**src/rtl/ldalign_pkg.sv**
```systemverilog
package ldalign_pkg;

  localparam int unsigned KIND_W = 3;

  typedef enum logic [KIND_W-1:0] {
    LDK_WORD  = 3'd0,
    LDK_UHALF = 3'd1,
    LDK_SHALF = 3'd2,
    LDK_UBYTE = 3'd3,
    LDK_SBYTE = 3'd4
  } ld_kind_e;

  typedef enum logic [1:0] {
    PATH_WORD = 2'd0,
    PATH_HALF = 2'd1,
    PATH_BYTE = 2'd2
  } ld_path_e;

  typedef struct packed {
    ld_path_e path;
    logic     sext;
    logic     reserved;
  } ld_sel_t;

  // Reserved codes fall back to a word load.
  function automatic ld_sel_t decode_kind(input logic [KIND_W-1:0] k);
    ld_sel_t s;
    s.path     = PATH_WORD;
    s.sext     = 1'b0;
    s.reserved = 1'b0;
    case (k)
      LDK_WORD:  s.path = PATH_WORD;
      LDK_UHALF: s.path = PATH_HALF;
      LDK_SHALF: begin s.path = PATH_HALF; s.sext = 1'b1; end
      LDK_UBYTE: s.path = PATH_BYTE;
      LDK_SBYTE: begin s.path = PATH_BYTE; s.sext = 1'b1; end
      default:   s.reserved = 1'b1;
    endcase
    return s;
  endfunction

endpackage

```
**src/rtl/ld_word_rotator.sv**
```systemverilog
// Byte-granular right rotation of the fetched word. Lane count must be a power of two.
module ld_word_rotator #(
  parameter int unsigned DATA_W = 32,
  localparam int unsigned LANES = DATA_W / 8,
  localparam int unsigned OFS_W = (LANES > 1) ? $clog2(LANES) : 1
) (
  input  logic [DATA_W-1:0] data_i,
  input  logic [OFS_W-1:0]  ofs_i,
  output logic [DATA_W-1:0] rot_o
);

  function automatic logic [OFS_W-1:0] src_lane(input int unsigned dst,
                                                 input logic [OFS_W-1:0] ofs);
    return OFS_W'(dst) + ofs;
  endfunction

  for (genvar g = 0; g < LANES; g++) begin : g_lane
    logic [OFS_W-1:0] src;
    always_comb begin
      src = src_lane(g, ofs_i);
      rot_o[8*g +: 8] = data_i[{src, 3'b000} +: 8];
    end
  end

endmodule

```
**src/rtl/ld_half_former.sv**
```systemverilog
// Forms the halfword result: rotation by one byte at odd addresses, optional sign extension.
module ld_half_former #(
  parameter int unsigned DATA_W = 32,
  localparam int unsigned HALF_W = 16,
  localparam int unsigned PAD_W  = DATA_W - HALF_W
) (
  input  logic [HALF_W-1:0] half_i,
  input  logic              odd_i,
  input  logic              sext_i,
  output logic [DATA_W-1:0] res_o
);

  function automatic logic [DATA_W-1:0] rot_half(input logic [HALF_W-1:0] h);
    return {h[7:0], {PAD_W{1'b0}}, h[15:8]};
  endfunction

  function automatic logic [DATA_W-1:0] ext_half(input logic [HALF_W-1:0] h,
                                                 input logic s);
    return {{PAD_W{s & h[HALF_W-1]}}, h};
  endfunction

  function automatic logic [DATA_W-1:0] ext_hi_byte(input logic [HALF_W-1:0] h);
    return {{(DATA_W-8){h[HALF_W-1]}}, h[15:8]};
  endfunction

  always_comb begin
    if (!odd_i)       res_o = ext_half(half_i, sext_i);
    else if (sext_i)  res_o = ext_hi_byte(half_i);
    else              res_o = rot_half(half_i);
  end

endmodule

```
**src/rtl/ld_byte_picker.sv**
```systemverilog
// Selects one byte lane and extends it.
module ld_byte_picker #(
  parameter int unsigned DATA_W = 32,
  localparam int unsigned LANES = DATA_W / 8,
  localparam int unsigned OFS_W = (LANES > 1) ? $clog2(LANES) : 1
) (
  input  logic [DATA_W-1:0] data_i,
  input  logic [OFS_W-1:0]  lane_i,
  input  logic              sext_i,
  output logic [DATA_W-1:0] res_o
);

  function automatic logic [DATA_W-1:0] ext_byte(input logic [7:0] b, input logic s);
    return {{(DATA_W-8){s & b[7]}}, b};
  endfunction

  logic [7:0] lane_byte;

  always_comb begin
    lane_byte = data_i[{lane_i, 3'b000} +: 8];
    res_o     = ext_byte(lane_byte, sext_i);
  end

endmodule

```
**src/rtl/ld_align_unit.sv**
```systemverilog
module ld_align_unit
  import ldalign_pkg::*;
#(
  parameter int unsigned DATA_W = 32,
  localparam int unsigned LANES = DATA_W / 8,
  localparam int unsigned OFS_W = (LANES > 1) ? $clog2(LANES) : 1
) (
  input  logic                clk,
  input  logic                rst_n,
  input  logic                in_valid,
  input  logic [KIND_W-1:0]   in_kind,
  input  logic [OFS_W-1:0]    in_addr_lo,
  input  logic [DATA_W-1:0]   in_data,
  output logic                out_valid,
  output logic [DATA_W-1:0]   out_data
);

  // Named internal events, visible to the bound checker
  ld_sel_t           sel;
  logic              kind_reserved;
  logic              misaligned;
  logic              take_result;
  logic [DATA_W-1:0] word_res;
  logic [DATA_W-1:0] half_res;
  logic [DATA_W-1:0] byte_res;
  logic [DATA_W-1:0] next_res;

  always_comb begin
    sel           = decode_kind(in_kind);
    kind_reserved = sel.reserved;
    take_result   = in_valid;
    case (sel.path)
      PATH_HALF: misaligned = in_addr_lo[0];
      PATH_BYTE: misaligned = 1'b0;
      default:   misaligned = |in_addr_lo;
    endcase
  end

  ld_word_rotator #(.DATA_W(DATA_W)) u_rot (
    .data_i (in_data),
    .ofs_i  (in_addr_lo),
    .rot_o  (word_res)
  );

  ld_half_former #(.DATA_W(DATA_W)) u_half (
    .half_i (in_data[15:0]),
    .odd_i  (in_addr_lo[0]),
    .sext_i (sel.sext),
    .res_o  (half_res)
  );

  ld_byte_picker #(.DATA_W(DATA_W)) u_byte (
    .data_i (in_data),
    .lane_i (in_addr_lo),
    .sext_i (sel.sext),
    .res_o  (byte_res)
  );

  always_comb begin
    case (sel.path)
      PATH_HALF: next_res = half_res;
      PATH_BYTE: next_res = byte_res;
      default:   next_res = word_res;
    endcase
  end

  always_ff @(posedge clk) begin
    if (!rst_n) begin
      out_valid <= 1'b0;
      out_data  <= '0;
    end else begin
      out_valid <= take_result;
      if (take_result) out_data <= next_res;
    end
  end

endmodule

```
**config.mk**
```make
export PLATFORM = sky130hd
export DESIGN_NAME = ld_align_unit
export DESIGN_NICKNAME = d
export VERILOG_FILES = /design/src/rtl/ldalign_pkg.sv /design/src/rtl/ld_word_rotator.sv /design/src/rtl/ld_half_former.sv /design/src/rtl/ld_byte_picker.sv /design/src/rtl/ld_align_unit.sv
export SDC_FILE = /design/constraint.sdc
export NUM_CORES = 1
export LEC_CHECK = 0
export BUFFER_PORTS_ARGS = -buffer_cell sky130_fd_sc_hd__buf_2
export CAP_MARGIN = 0
export CORE_MARGIN = 2
export CORE_UTILIZATION = 46
export CTS_CLUSTER_DIAMETER = 120
export DETAILED_ROUTE_END_ITERATION = 6
export PLACE_DENSITY = 0.85
export SYNTH_ARGS = -nofsm -noshare
export SYNTH_HDL_FRONTEND = slang
export SYNTH_SLANG_ARGS = --single-unit
```
**constraint.sdc**
```tcl
create_clock -name clk -period 2.39 [get_ports clk]
set_input_delay 0.5975 -clock clk [delete_from_list [all_inputs] [get_ports clk]]
set_output_delay 0.5975 -clock clk [all_outputs]
set_load 0.01 [all_outputs]
```
==> key figures, run 1 <==
Die
  – Initial core utilization: 0.474
  – Placeable core region: 4690 µm²
  – Number of I/O pins: 73
  – Horizontal die dimension: 73.5 µm
  – Die area: 5400 µm²
  – Die H: 73.5 µm
  – Row count: 25

Logic synthesis
  – Post-synthesis adder-cell area fraction: 0.0113
  – Largest family of logic cells by synthesized area: compound AO/OA/AOI/OAI gates
  – Sequential element share of the synthesized area: 0.297
  – Multiplexer fraction of the synthesized cell area: 0.247
  – Count of different cell masters after synthesis: 36
  – Avg Synthesized Cell Area: 9.54 µm²
  – Xor/xnor cell area share of the yosys netlist: 0.00788
  – Post-Synthesis Net Count: 275
  – Synth async-reset ratio: 0
  – Yosys warning total: 0
  – Number of synthesized register bits: 33
  – Post-Syn Instances: 233
  – Number of flops mapped to enable cells by yosys: 0
  – Post-synthesis compound-gate area fraction: 0.282
  – Primary FF master, synth: sky130_fd_sc_hd__dfxtp_1
  – Synthesized area: roughly 2200 µm²
  – Simple-gate area share of the yosys netlist: 0.0940

Worst setup path
  – Crit-path cells: buf_2, inv_1, nand2_1, o22ai_2, inv_1, ha_1, nor2b_1, a41oi_1, buf_4, o21ai_0, o221a_2
  – Standard cell with the maximum stage delay on the critical path: sky130_fd_sc_hd__a41oi_1
  – Most numerous cell on the critical path: sky130_fd_sc_hd__inv_1
  – Critical path peak fanout: 5
  – Critical setup path kind: primary input to flip-flop
  – Type of destination of the critical path: flip-flop
  – Max incr delay on CP: 0.48 ns
  – CP arrival: 2.42 ns
  – Type of origin of the critical path: primary input
  – CP Data Required Time: 2.56 ns

Clocking
  – Maximum level of the CTS H-tree: 2
  – Total number of clock tree sinks: 33
  – Skew-Pair Late Insertion Delay: 0.28 ns
  – Post-CTS Setup Repair Bufs: 0
  – Clock transition at the register clock pins on the worst setup and hold paths after CTS: approximately 0.060 ns
  – Maximum root-to-sink buffer count: 2
  – TritonCTS clock tree: yes
  – CTS root buffer: sky130_fd_sc_hd__clkbuf_8
  – Number of buffers created by CTS: 5

Timing
  – Number of setup violations in the final report: 0
  – Final max-slew violation count: 0
  – Min Clock Period, post-route: 2.25 ns
  – Transition time at the pin with the least slew margin: 0.521 ns
  – Worst slew margin relative to its limit: 0.648
  – Largest clock skew in the final design: 0 ns
  – Max frequency: about 0.44 GHz
  – Final worst-path cycle share: 0.943
  – Number of hold violations in the final report: 0

Pwr
  – Internal power consumption: 1.06 mW
  – Part of the power in combinational logic: 0.328
  – VDD IR max: approximately 260 µV
  – Switching power as a share of total power: 0.310
  – Leakage power: approximately 1.2 nW
  – Clock share of power: 0.268
  – Switching pwr: 478 µW
  – Part of the total power dissipated in sequential elements: 0.404
  – P per Cell Area: 547 nW/µm²

GRT
  – Largest net degree at the start of global routing: 38
  – GRT Residual Overflow: 0
  – Number of global-route vias before repair: 2070
  – Number of antenna violations at the first check in global routing: 0
  – Wire length of the first global-routing pass: 9850 µm
  – Total global-route track usage: 0.236

Layout
  – Non-filler instance count after layout: 364
  – Register area: 661 µm²
  – Area growth from synthesis to layout: 26.7%
  – Most frequent standard cell in the layout excluding fill and tap cells: sky130_fd_sc_hd__buf_2
  – Final antenna diode count: 0
  – Share of final-layout standard cells stronger than drive strength 1: 0.481
  – Area of all placed cells without fillers: 2820 µm²
  – Nets@finish: 352
  – Commonest non-fill, non-tap cells in the layout: sky130_fd_sc_hd__buf_2 (72), sky130_fd_sc_hd__dfxtp_1 (33), sky130_fd_sc_hd__o21ai_0 (26)
  – Share of the core filled with cells: 0.600
  – Number of fillers in the final layout: 426
  – Multi-input logic area: roughly 1400 µm²

Route
  – Count of unresolved DRC violations after routing: 0
  – Vias/cell: 6.10
  – First-iteration detailed-routing DRC count: 194
  – Avg WL per Cell: 17.1 µm
  – Detailed-router iteration count before antenna repair: 4
  – Number of vias after detailed routing: 2220
  – Wire length after detailed routing: about 6200 µm
  – Antenna-violating nets left: 0

Placed design
  – Placer's final routability congestion estimate: 0.831
  – Placed cell count: 357
  – Area after DPL: 2720 µm²
  – Post-detailed-placement half-perimeter wirelength: 4740 µm
  – IO buf count: 72

Outcome
  – Status: finished clean

Hold path
  – Type of the most critical hold path: flip-flop to flip-flop

Job
  – Max-cap violations: 0
-- metrics by stage --
step	setup TNS (ns)	setup slack (ns)	total power [mW]	hold WS [ns]
6_report	0	0.137	1.54	0.486
3_5_place_dp	-3.24	-0.192	1.13	0.478
5_1_grt	-0.00798	-0.00798	1.63	0.509
3_3_place_gp	-1.83	-0.128	1.12	0.483
2_1_floorplan	0	0.0101	0.944	0.505
4_1_cts	0	0.0966	1.54	0.488
-- cell usage after synthesis (2+ instances only) --
cell                       instances  area (µm²)
sky130_fd_sc_hd__xor2_1            2        17.5
sky130_fd_sc_hd__o211ai_1          7        52.6
sky130_fd_sc_hd__buf_2             3        15.0
sky130_fd_sc_hd__nor2_1           16        60.1
sky130_fd_sc_hd__inv_1             6        22.5
sky130_fd_sc_hd__a21oi_2          10        87.6
sky130_fd_sc_hd__a211oi_1          7        52.6
sky130_fd_sc_hd__mux2_2           16         180
sky130_fd_sc_hd__o21ai_1           2        10.0
sky130_fd_sc_hd__a22oi_1          15         113
sky130_fd_sc_hd__o21ai_0          26         130
sky130_fd_sc_hd__clkbuf_1         13        48.8
sky130_fd_sc_hd__ha_1              2        25.0
sky130_fd_sc_hd__a21oi_1           7        35.0
sky130_fd_sc_hd__mux4_2           15         338
sky130_fd_sc_hd__dfxtp_1          33         661
sky130_fd_sc_hd__mux2i_1           3        30.0
sky130_fd_sc_hd__buf_4             3        22.5
sky130_fd_sc_hd__nor2b_1           2        12.5
sky130_fd_sc_hd__o221a_2           7        78.8
sky130_fd_sc_hd__nand2b_1          8        50.1
sky130_fd_sc_hd__nand2_1          16        60.1
-- final cells by class --
cell class | instances | area share
sequential | 33 | 0.235
multi-input combinational | 173 | 0.511
tap | 54 | 0.0240
timing repair buffer | 91 | 0.192
clock buffer | 7 | 0.0307
inverter | 6 | 0.00800
-- path summary, 6_finish.rpt --
check                            startpoint     endpoint  slack [ns]  depth (start not counted)
worst max-delay path             in_kind[0]  out_data[8]        0.14                         11
worst min-delay path            out_data[6]  out_data[6]        0.49                          2
worst max register to register  out_data[5]  out_data[5]        1.65                          2
worst min register to register  out_data[6]  out_data[6]        0.49                          2
-- what timing repair did --
item | 4_1_cts | 5_1_grt
setup endpoints to repair | 0 | 16
hold buffers | 0 | 0
gates resized for setup | 0 | 3
-- worst max-delay path: cells and delay by family --
family / cells / cell delay [ns]
AO/OA/AOI/OAI: 4 / 0.93
adder cells (fa/ha/maj): 1 / 0.31
buffers and inverters: 4 / 0.46
AND/OR/NAND/NOR: 2 / 0.13
-- state kept, by name, indices dropped and copies added, names as in the netlist --
register   flops
out_data      32
out_valid      1
-- power by group through the flow --
stage,clock network (mW),logic (mW),registers (mW)
after floorplan,0,0.290,0.654
after global placement,0,0.484,0.634
after detailed placement,0,0.497,0.634
after CTS,0.418,0.500,0.623
after global routing,0.450,0.550,0.627
final,0.412,0.506,0.623
-- layer usage --
| layer | part of all wire | GRT usage | vias to the layer above | routed length (µm) |
|---|---|---|---|---|
| met4 | 0.030 | 0.0970 | 0 | 184 |
| met3 | 0.076 | 0.0466 | 20 | 475 |
| li1 | - | - | 1039 | - |
| met1 | 0.41 | 0.318 | 1056 | 2570 |
| met2 | 0.48 | 0.371 | 105 | 2990 |
| met5 | 0 | 0 | - | 0 |
-- cells by family (layout without fill, tap and decap cells) --
group | count (synthesis) | count (layout)
AOI/OAI and AO/OA | 89 | 89
xor gates and xnor gates | 2 | 2
adders and majority gates | 2 | 2
buffers and inverters | 27 | 104
DFF | 33 | 33
muxes | 34 | 34
and+or+nand+nor | 46 | 46
Note: power is estimated with default switching activity, not from simulation.
==> run 2, diff against run 1 <==
- CORE_UTILIZATION: 46 -> 55
- PLACE_DENSITY: 0.85 -> 0.94
- clock period: 2.39 -> 2.7 ns (I/O delays scaled with it)
==> run 2 against run 1 <==
Against the previous run: clock power shrank 8.7%; critical path depth unchanged; power fell by 12%; hold slack better by 0.0022 ns; design area down 4.0%; via count up 0.45%; cell count decreased by 3.0%; first-iteration DRC count rose by 16%.
==> key figures, run 2 (synthesis gave the netlist of run 1 again) <==
Layout
  – Commonest non-fill, non-tap cells in the layout: sky130_fd_sc_hd__buf_2 (72), sky130_fd_sc_hd__dfxtp_1 (33), sky130_fd_sc_hd__o21ai_0 (26) (unchanged)
  – Register name with the most flops: out_data (unchanged)
  – Nets@finish: 344 (was 352)
  – Non-filler instance count after layout: 353 (was 364)
  – Multi-input logic area: 1430 µm² (was 1440 µm²)
  – Number of flip-flops under the largest register name: 32 (unchanged)
  – Share of final-layout standard cells stronger than drive strength 1: 0.462 (was 0.481)
  – Register area: 661 µm² (unchanged)
  – Final antenna diode count: 0 (unchanged)
  – Area growth from synthesis to layout: 21.6% (was 26.7%)
  – Number of fillers in the final layout: 289 (was 426)
  – Most frequent standard cell in the layout excluding fill and tap cells: sky130_fd_sc_hd__buf_2 (unchanged)
  – Largest regs: out_data (32), out_valid (1) (unchanged)
  – Share of the core filled with cells: 0.685 (was 0.600)

Clocking
  – Total number of clock tree sinks: 33 (unchanged)
  – Post-cts repair resize count: 0 (unchanged)
  – Hold-fix buffers, CTS: 0 (unchanged)
  – Post-CTS Setup Repair Bufs: 0 (unchanged)
  – Clock transition at the register clock pins on the worst setup and hold paths after CTS: 0.07 ns (was 0.06 ns)
  – Maximum level of the CTS H-tree: 2 (unchanged)
  – Number of buffers created by CTS: 5 (unchanged)
  – CTS root buffer: sky130_fd_sc_hd__clkbuf_8 (unchanged)
  – Skew-Pair Late Insertion Delay: 0.29 ns (was 0.28 ns)
  – Maximum root-to-sink buffer count: 2 (unchanged)
  – TritonCTS clock tree: yes (unchanged)

Worst setup path
  – Max incr delay on CP: 0.43 ns (was 0.48 ns)
  – Critical path peak fanout: 15 (was 5)
  – Bufs and invs on worst path: 4 (unchanged)
  – Standard cell with the maximum stage delay on the critical path: sky130_fd_sc_hd__o21ai_1 (was sky130_fd_sc_hd__a41oi_1)
  – Type of destination of the critical path: flip-flop (unchanged)
  – Most numerous cell on the critical path: sky130_fd_sc_hd__inv_1 (unchanged)
  – Cell type group with the largest total delay on the critical path: compound AO/OA/AOI/OAI gates (unchanged)
  – CP arrival: 2.67 ns (was 2.42 ns)
  – Critical setup path kind: primary input to flip-flop (unchanged)
  – CP Data Required Time: 2.91 ns (was 2.56 ns)
  – Crit-path cells: buf_2, inv_1, nand2_1, o22ai_1, inv_1, ha_1, buf_4, nor2_1, o21ai_1, a22oi_1, a211oi_1 (was buf_2, inv_1, nand2_1, o22ai_2, inv_1, ha_1, nor2b_1, a41oi_1, buf_4, o21ai_0, o221a_2)
  – Type of origin of the critical path: primary input (unchanged)

Route
  – Wire length after detailed routing: 6170 µm (was 6230 µm)
  – Number of vias after detailed routing: 2230 (was 2220)
  – Vias/cell: 6.32 (was 6.10)
  – Detailed-router iteration count before antenna repair: 5 (was 4)
  – Avg WL per Cell: 17.5 µm (was 17.1 µm)
  – Antenna-violating nets left: 0 (unchanged)
  – Count of unresolved DRC violations after routing: 0 (unchanged)
  – First-iteration detailed-routing DRC count: 225 (was 194)

Pwr
  – Clock share of power: 0.278 (was 0.268)
  – Part of the power in combinational logic: 0.315 (was 0.328)
  – Switching power as a share of total power: 0.336 (was 0.310)
  – Part of the total power dissipated in sequential elements: 0.407 (was 0.404)
  – Switching pwr: 454 µW (was 478 µW)
  – VDD IR max: 375 µV (was 259 µV)
  – Leakage power: 1.17 nW (was 1.22 nW)
  – Internal power consumption: 898 µW (was 1.06 mW)
  – Total power: 1.35 mW (was 1.54 mW)
  – P per Cell Area: 501 nW/µm² (was 547 nW/µm²)

Placed design
  – Placer's final routability congestion estimate: 0.958 (was 0.831)
  – Placed cell count: 345 (was 357)
  – Worst slack at placement: 0.0281 ns (was -0.192 ns)
  – Post-detailed-placement half-perimeter wirelength: 4530 µm (was 4740 µm)
  – IO buf count: 72 (unchanged)

Timing
  – Largest clock skew in the final design: 0 ns (unchanged)
  – Min Clock Period, post-route: 2.46 ns
  – Worst slew margin relative to its limit: 0.644 (was 0.648)
  – Final worst setup slack: 0.239 ns (was 0.137 ns)
  – Number of setup violations in the final report: 0 (unchanged)
  – Final max-slew violation count: 0 (unchanged)
  – Max frequency: 0.406 GHz
  – Transition time at the pin with the least slew margin: 0.534 ns (was 0.521 ns)
  – Number of hold violations in the final report: 0 (unchanged)
  – Unrepaired setup endpoints after global routing: false
  – Final setup TNS: 0 ns (unchanged)
  – Final worst-path cycle share: 0.912

GRT
  – Total global-route track usage: 0.284 (was 0.236)
  – GRT Residual Overflow: 0 (unchanged)
  – Largest net degree at the start of global routing: 29 (was 38)
  – Number of global-route vias before repair: 1982 (was 2070)
  – Wire length of the first global-routing pass: 9430 µm (was 9850 µm)
  – Number of antenna violations at the first check in global routing: 0 (unchanged)

Die
  – Number of I/O pins: 73 (unchanged)
  – Placeable core region: 3940 µm² (was 4690 µm²)
  – Row count: 23 (was 25)
  – Initial core utilization: 0.564 (was 0.474)
  – Die area: 4560 µm² (was 5400 µm²)
  – Horizontal die dimension: 67.6 µm (was 73.5 µm)
  – Die H: 67.6 µm (was 73.5 µm)

Job
  – Max-cap violations: 0 (unchanged)

Hold path
  – Type of the most critical hold path: flip-flop to flip-flop (unchanged)

Outcome
  – Status: finished clean (unchanged)
-- run 2: layout make-up --
type	count	share of cell area
well taps	50	0.0232
clock buffers	5	0.0255
inverters	6	0.00834
clock inverters	3	0.00648
repair buffers	83	0.164
multi-input cells	173	0.528
flip-flops and latches	33	0.245
-- run 2: metal layers --
layer	share of wire	GRT usage	vias to the layer above
met3	0.096	0.0650	13
met4	0.017	0.107	0
met2	0.49	0.471	144
met1	0.39	0.359	1044
li1	-	-	1029
met5	0	0	-
-- run 2: worst min-delay path, stage by stage (launching register included) --
cell                       delay [ns]
sky130_fd_sc_hd__dfxtp_1         0.31
sky130_fd_sc_hd__nor2_1          0.08
sky130_fd_sc_hd__a211oi_1        0.06
-- run 2: path summary, 6_finish.rpt --
| check | startpoint | end | depth (start not counted) | slack, ns |
|---|---|---|---|---|
| max | in_kind[0] | out_data[3] | 11 | 0.24 |
| min | out_data[3] | out_data[3] | 2 | 0.49 |
| max reg2reg | out_data[17] | out_data[17] | 2 | 1.97 |
| min reg2reg | out_data[3] | out_data[3] | 2 | 0.49 |
-- run 2: power groups by stage --
stage / registers (mW) / logic, mW / clock network (mW)
after CTS: 0.550 / 0.420 / 0.380
after global placement: 0.560 / 0.404 / 0
after floorplan: 0.579 / 0.256 / 0
final: 0.551 / 0.426 / 0.376
after global routing: 0.553 / 0.460 / 0.403
after detailed placement: 0.561 / 0.416 / 0
-- run 2: stage by stage --
| step | hold WS, ns | instance area [µm²] |
|---|---|---|
| final | 0.488 | 2700 |
| after global routing | 0.523 | 2700 |
| after CTS | 0.489 | 2700 |
| after detailed placement | 0.479 | 2620 |
| after global placement | 0.479 | 2620 |
| after floorplan | 0.505 | 2220 |
==> run 3, diff against run 2 <==
- CORE_UTILIZATION: 55 -> 44
- PLACE_DENSITY: 0.94 -> 0.74
- SYNTH_HIERARCHICAL: unset -> 1
==> run 3 against run 2 <==
Against the previous run: routed wire length rose by 37%; count of clock-buffer cells in the layout up 2; sequential power up 3%; highest routed layer unchanged; clock skew unchanged; register-to-register slack worse by 0.05 ns; fmax grew 20%; worst setup slack improved by 0.41 ns; non-clock buffer count increased by 2; die area up 91%; global-route usage decreased by 8.7 points; synthesized cell count increased by 21%.
==> key figures, run 3 <==
Outcome
  – Status: finished clean (unchanged)

Worst setup path
  – Register-to-register setup slack: 1.92 ns (was 1.97 ns)
  – Critical setup path kind: primary input to flip-flop (unchanged)
  – CP arrival: 2.27 ns (was 2.67 ns)
  – Crit-path cells: buf_2, nor2_1, nand2_1, o21ai_0, ha_2, nand2_2, o22ai_1, nor3b_2 (was buf_2, inv_1, nand2_1, o22ai_1, inv_1, ha_1, buf_4, nor2_1, o21ai_1, a22oi_1, a211oi_1)
  – CP startpoint: in_kind[0] (unchanged)
  – Reg2reg path depth: 2 (unchanged)
  – Type of origin of the critical path: primary input (unchanged)
  – Type of destination of the critical path: flip-flop (unchanged)
  – Standard cell with the maximum stage delay on the critical path: sky130_fd_sc_hd__nand2_2 (was sky130_fd_sc_hd__o21ai_1)
  – Cell type group with the largest total delay on the critical path: simple AND/OR/NAND/NOR gates (was compound AO/OA/AOI/OAI gates)
  – Bufs and invs on worst path: 1 (was 4)
  – Critical Path End: out_data[27] (was out_data[3])
  – CP Data Required Time: 2.91 ns (about the same)
  – Crit. path cell count: 8 (was 11)
  – Reg2reg start: out_data[27] (was out_data[17])
  – Critical path peak fanout: 31 (was 15)
  – R2r endpoint: out_data[27] (was out_data[17])
  – Max incr delay on CP: 0.50 ns (was 0.43 ns)

Placed design
  – Placer's final routability congestion estimate: 0.835 (was 0.958)
  – Worst slack at placement: 0.350 ns (was 0.0281 ns)
  – IO buf count: 72 (unchanged)
  – Post-detailed-placement half-perimeter wirelength: 5890 µm (was 4530 µm)

Logic synthesis
  – Yosys warning total: 6 (was 0)
  – Post-Synthesis Net Count: 325 (was 275)
  – Number of flops mapped to enable cells by yosys: 0 (unchanged)
  – Count of different cell masters after synthesis: 34 (was 36)
  – Sequential element share of the synthesized area: 0.188 (was 0.297)
  – Commonest cells in the synthesized netlist: sky130_fd_sc_hd__buf_4 (34), sky130_fd_sc_hd__dfxtp_1 (33), sky130_fd_sc_hd__mux4_2 (32) (was sky130_fd_sc_hd__dfxtp_1 (33), sky130_fd_sc_hd__o21ai_0 (26), sky130_fd_sc_hd__mux2_2 (16), sky130_fd_sc_hd__nand2_1 (16), sky130_fd_sc_hd__nor2_1 (16))
  – Area share of the largest cell type after synthesis: 0.205 (was 0.297)
  – Avg Synthesized Cell Area: 12.4 µm² (was 9.54 µm²)
  – Post-Syn Instances: 283 (was 233)
  – Primary FF master, synth: sky130_fd_sc_hd__dfxtp_1 (unchanged)
  – Synth async-reset ratio: 0 (unchanged)
  – Synth area leader: sky130_fd_sc_hd__mux4_2 (was sky130_fd_sc_hd__dfxtp_1)
  – Number of synthesized register bits: 33 (unchanged)
  – Synthesized area: 3510 µm² (was 2220 µm²)
  – Top post-synthesis cells by area: sky130_fd_sc_hd__mux4_2 (21%), sky130_fd_sc_hd__dfxtp_1 (19%), sky130_fd_sc_hd__a221oi_2 (13%) (was sky130_fd_sc_hd__dfxtp_1 (30%), sky130_fd_sc_hd__mux4_2 (15%), sky130_fd_sc_hd__mux2_2 (8.1%))
  – Most common cell in the synthesized netlist: sky130_fd_sc_hd__buf_4 (was sky130_fd_sc_hd__dfxtp_1)

Clocking
  – Post-cts repair resize count: 0 (unchanged)
  – Clock transition at the register clock pins on the worst setup and hold paths after CTS: 0.07 ns (about the same)
  – TritonCTS clock tree: yes (unchanged)
  – Maximum root-to-sink buffer count: 2 (unchanged)
  – CTS root buffer: sky130_fd_sc_hd__clkbuf_8 (unchanged)
  – Total number of clock tree sinks: 33 (unchanged)
  – Number of buffers created by CTS: 5 (unchanged)
  – Post-CTS Setup Repair Bufs: 0 (unchanged)
  – Maximum level of the CTS H-tree: 2 (unchanged)
  – Skew-Pair Late Insertion Delay: 0.29 ns (about the same)
  – Hold-fix buffers, CTS: 0 (unchanged)

Timing
  – Final worst setup slack: 0.645 ns (was 0.239 ns)
  – Final setup TNS: 0 ns (unchanged)
  – Final worst-path cycle share: 0.761 (was 0.912)
  – Unrepaired setup endpoints after global routing: false (unchanged)
  – Largest clock skew in the final design: 0 ns (unchanged)
  – Number of setup violations in the final report: 0 (unchanged)
  – Number of hold violations in the final report: 0 (unchanged)
  – Worst slew margin relative to its limit: 0.558 (was 0.644)
  – Transition time at the pin with the least slew margin: 0.661 ns (was 0.534 ns)
  – Final max-slew violation count: 0 (unchanged)
  – Max frequency: 0.487 GHz (was 0.406 GHz)
  – Min Clock Period, post-route: 2.06 ns (was 2.46 ns)

Die
  – Die area: 8710 µm² (was 4560 µm²)
  – Horizontal die dimension: 93.3 µm (was 67.6 µm)
  – Row count: 32 (was 23)
  – Die H: 93.3 µm (was 67.6 µm)
  – Initial core utilization: 0.454 (was 0.564)
  – Number of I/O pins: 73 (unchanged)
  – Placeable core region: 7730 µm² (was 3940 µm²)

GRT
  – Number of antenna violations at the first check in global routing: 0 (unchanged)
  – Number of global-route vias before repair: 2582 (was 1982)
  – Total global-route track usage: 0.197 (was 0.284)
  – GRT Residual Overflow: 0 (unchanged)
  – Wire length of the first global-routing pass: 13500 µm (was 9430 µm)
  – Largest net degree at the start of global routing: 34 (was 29)

Layout
  – Number of flip-flops under the largest register name: 32 (unchanged)
  – Register name with the most flops: out_data (unchanged)
  – Area growth from synthesis to layout: 6.24% (was 21.6%)
  – Most frequent standard cell in the layout excluding fill and tap cells: sky130_fd_sc_hd__buf_2 (unchanged)
  – Final antenna diode count: 0 (unchanged)
  – Number of fillers in the final layout: 691 (was 289)
  – Commonest non-fill, non-tap cells in the layout: sky130_fd_sc_hd__buf_2 (72), sky130_fd_sc_hd__dfxtp_1 (33), sky130_fd_sc_hd__mux4_2 (32) (was sky130_fd_sc_hd__buf_2 (72), sky130_fd_sc_hd__dfxtp_1 (33), sky130_fd_sc_hd__o21ai_0 (26))
  – Register area: 661 µm² (unchanged)
  – Share of final-layout standard cells stronger than drive strength 1: 0.629 (was 0.462)
  – Nets@finish: 354 (was 344)
  – Multi-input logic area: 2330 µm² (was 1430 µm²)
  – Largest regs: out_data (32), out_valid (1) (unchanged)

Route
  – Wire length after detailed routing: 8450 µm (was 6170 µm)
  – Count of unresolved DRC violations after routing: 0 (unchanged)
  – First-iteration detailed-routing DRC count: 218 (was 225)
  – Number of vias after detailed routing: 2674 (was 2230)
  – Antenna-violating nets left: 0 (unchanged)
  – Avg WL per Cell: 20.3 µm (was 17.5 µm)
  – Detailed-router iteration count before antenna repair: 4 (was 5)
  – Vias/cell: 6.44 (was 6.32)

Job
  – Max-cap violations: 0 (unchanged)

Hold path
  – Type of the most critical hold path: flip-flop to flip-flop (unchanged)

Pwr
  – P per Cell Area: 434 nW/µm² (was 501 nW/µm²)
  – VDD IR max: 162 µV (was 375 µV)
  – Leakage power: 1.59 nW (was 1.17 nW)
==> run 3: cell types whose count changed after synthesis, moves of 13 or more <==
cell | previous run | this run
sky130_fd_sc_hd__o22ai_1 | 1 | 30
sky130_fd_sc_hd__buf_4 | 3 | 34
sky130_fd_sc_hd__mux4_2 | 15 | 32
sky130_fd_sc_hd__a22oi_1 | 15 | 0
sky130_fd_sc_hd__a221oi_2 | 0 | 30
sky130_fd_sc_hd__nor2_1 | 16 | 3
sky130_fd_sc_hd__nor3b_2 | 0 | 29
sky130_fd_sc_hd__o21ai_0 | 26 | 9
sky130_fd_sc_hd__nand2_1 | 16 | 2
==> run 3: worst min path at each step <==
stage                      start      endpoint  slack (ns)  cells past startpoint
finish              out_data[19]  out_data[19]        0.57                      2
global route        out_data[19]  out_data[19]        0.61                      2
CTS                 out_data[19]  out_data[19]        0.58                      2
detailed placement  out_data[19]  out_data[19]        0.56                      2
global placement    out_data[19]  out_data[19]        0.54                      2
floorplan           out_data[21]  out_data[21]        0.57                      2
==> run 3: cell families after synthesis <==
| family | Yosys count | share of synthesized area |
|---|---|---|
| buf+inv | 71 | 0.150 |
| simple gates | 46 | 0.135 |
| flops | 33 | 0.188 |
| mux | 48 | 0.293 |
| fa+ha+maj | 2 | 0.00713 |
| xor+xnor | 2 | 0.00499 |
| compound gates | 81 | 0.221 |
==> run 3: final cells by class <==
class                   count  share of cell area
repair buffers             85               0.129
flip-flops and latches     33               0.177
multi-input cells         179               0.624
well taps                 102              0.0342
clock inverters             1             0.00134
inverters                   8             0.00805
clock buffers               7              0.0258
==> run 3: power breakdown <==
part / switching [mW] / total, mW / internal (mW)
sequential: 0.0317 / 0.569 / 0.537
combinational: 0.328 / 0.623 / 0.295
clock: 0.196 / 0.427 / 0.231
total: 0.555 / 1.62 / 1.06
==> run 3: tightest hold or removal path: stages (launching register included) <==
cell	delay (ns)
sky130_fd_sc_hd__dfxtp_1	0.33
sky130_fd_sc_hd__o221ai_1	0.12
sky130_fd_sc_hd__nor2_1	0.09
==> run 3: per-layer routing <==
layer	global-route usage	part of all wire	up-vias
met2	0.317	0.48	80
met3	0.0330	0.049	9
met1	0.273	0.46	1389
li1	-	-	1196
met4	0.0576	0.012	0
met5	0	0	-
==> run 3: stage by stage <==
| stage | util | hold slack [ns] | total power, mW | cell area (µm²) | instances |
|---|---|---|---|---|---|
| after floorplan | - | 0.571 | 1.07 | 3510 | 283 |
| after global placement | 0.470 | 0.543 | 1.19 | 3630 | 407 |
| after detailed placement | 0.470 | 0.560 | 1.20 | 3630 | 407 |
| after CTS | 0.483 | 0.576 | 1.63 | 3730 | 415 |
| after global routing | 0.483 | 0.606 | 1.69 | 3730 | 415 |
| final | 0.483 | 0.574 | 1.62 | 3730 | 415 |
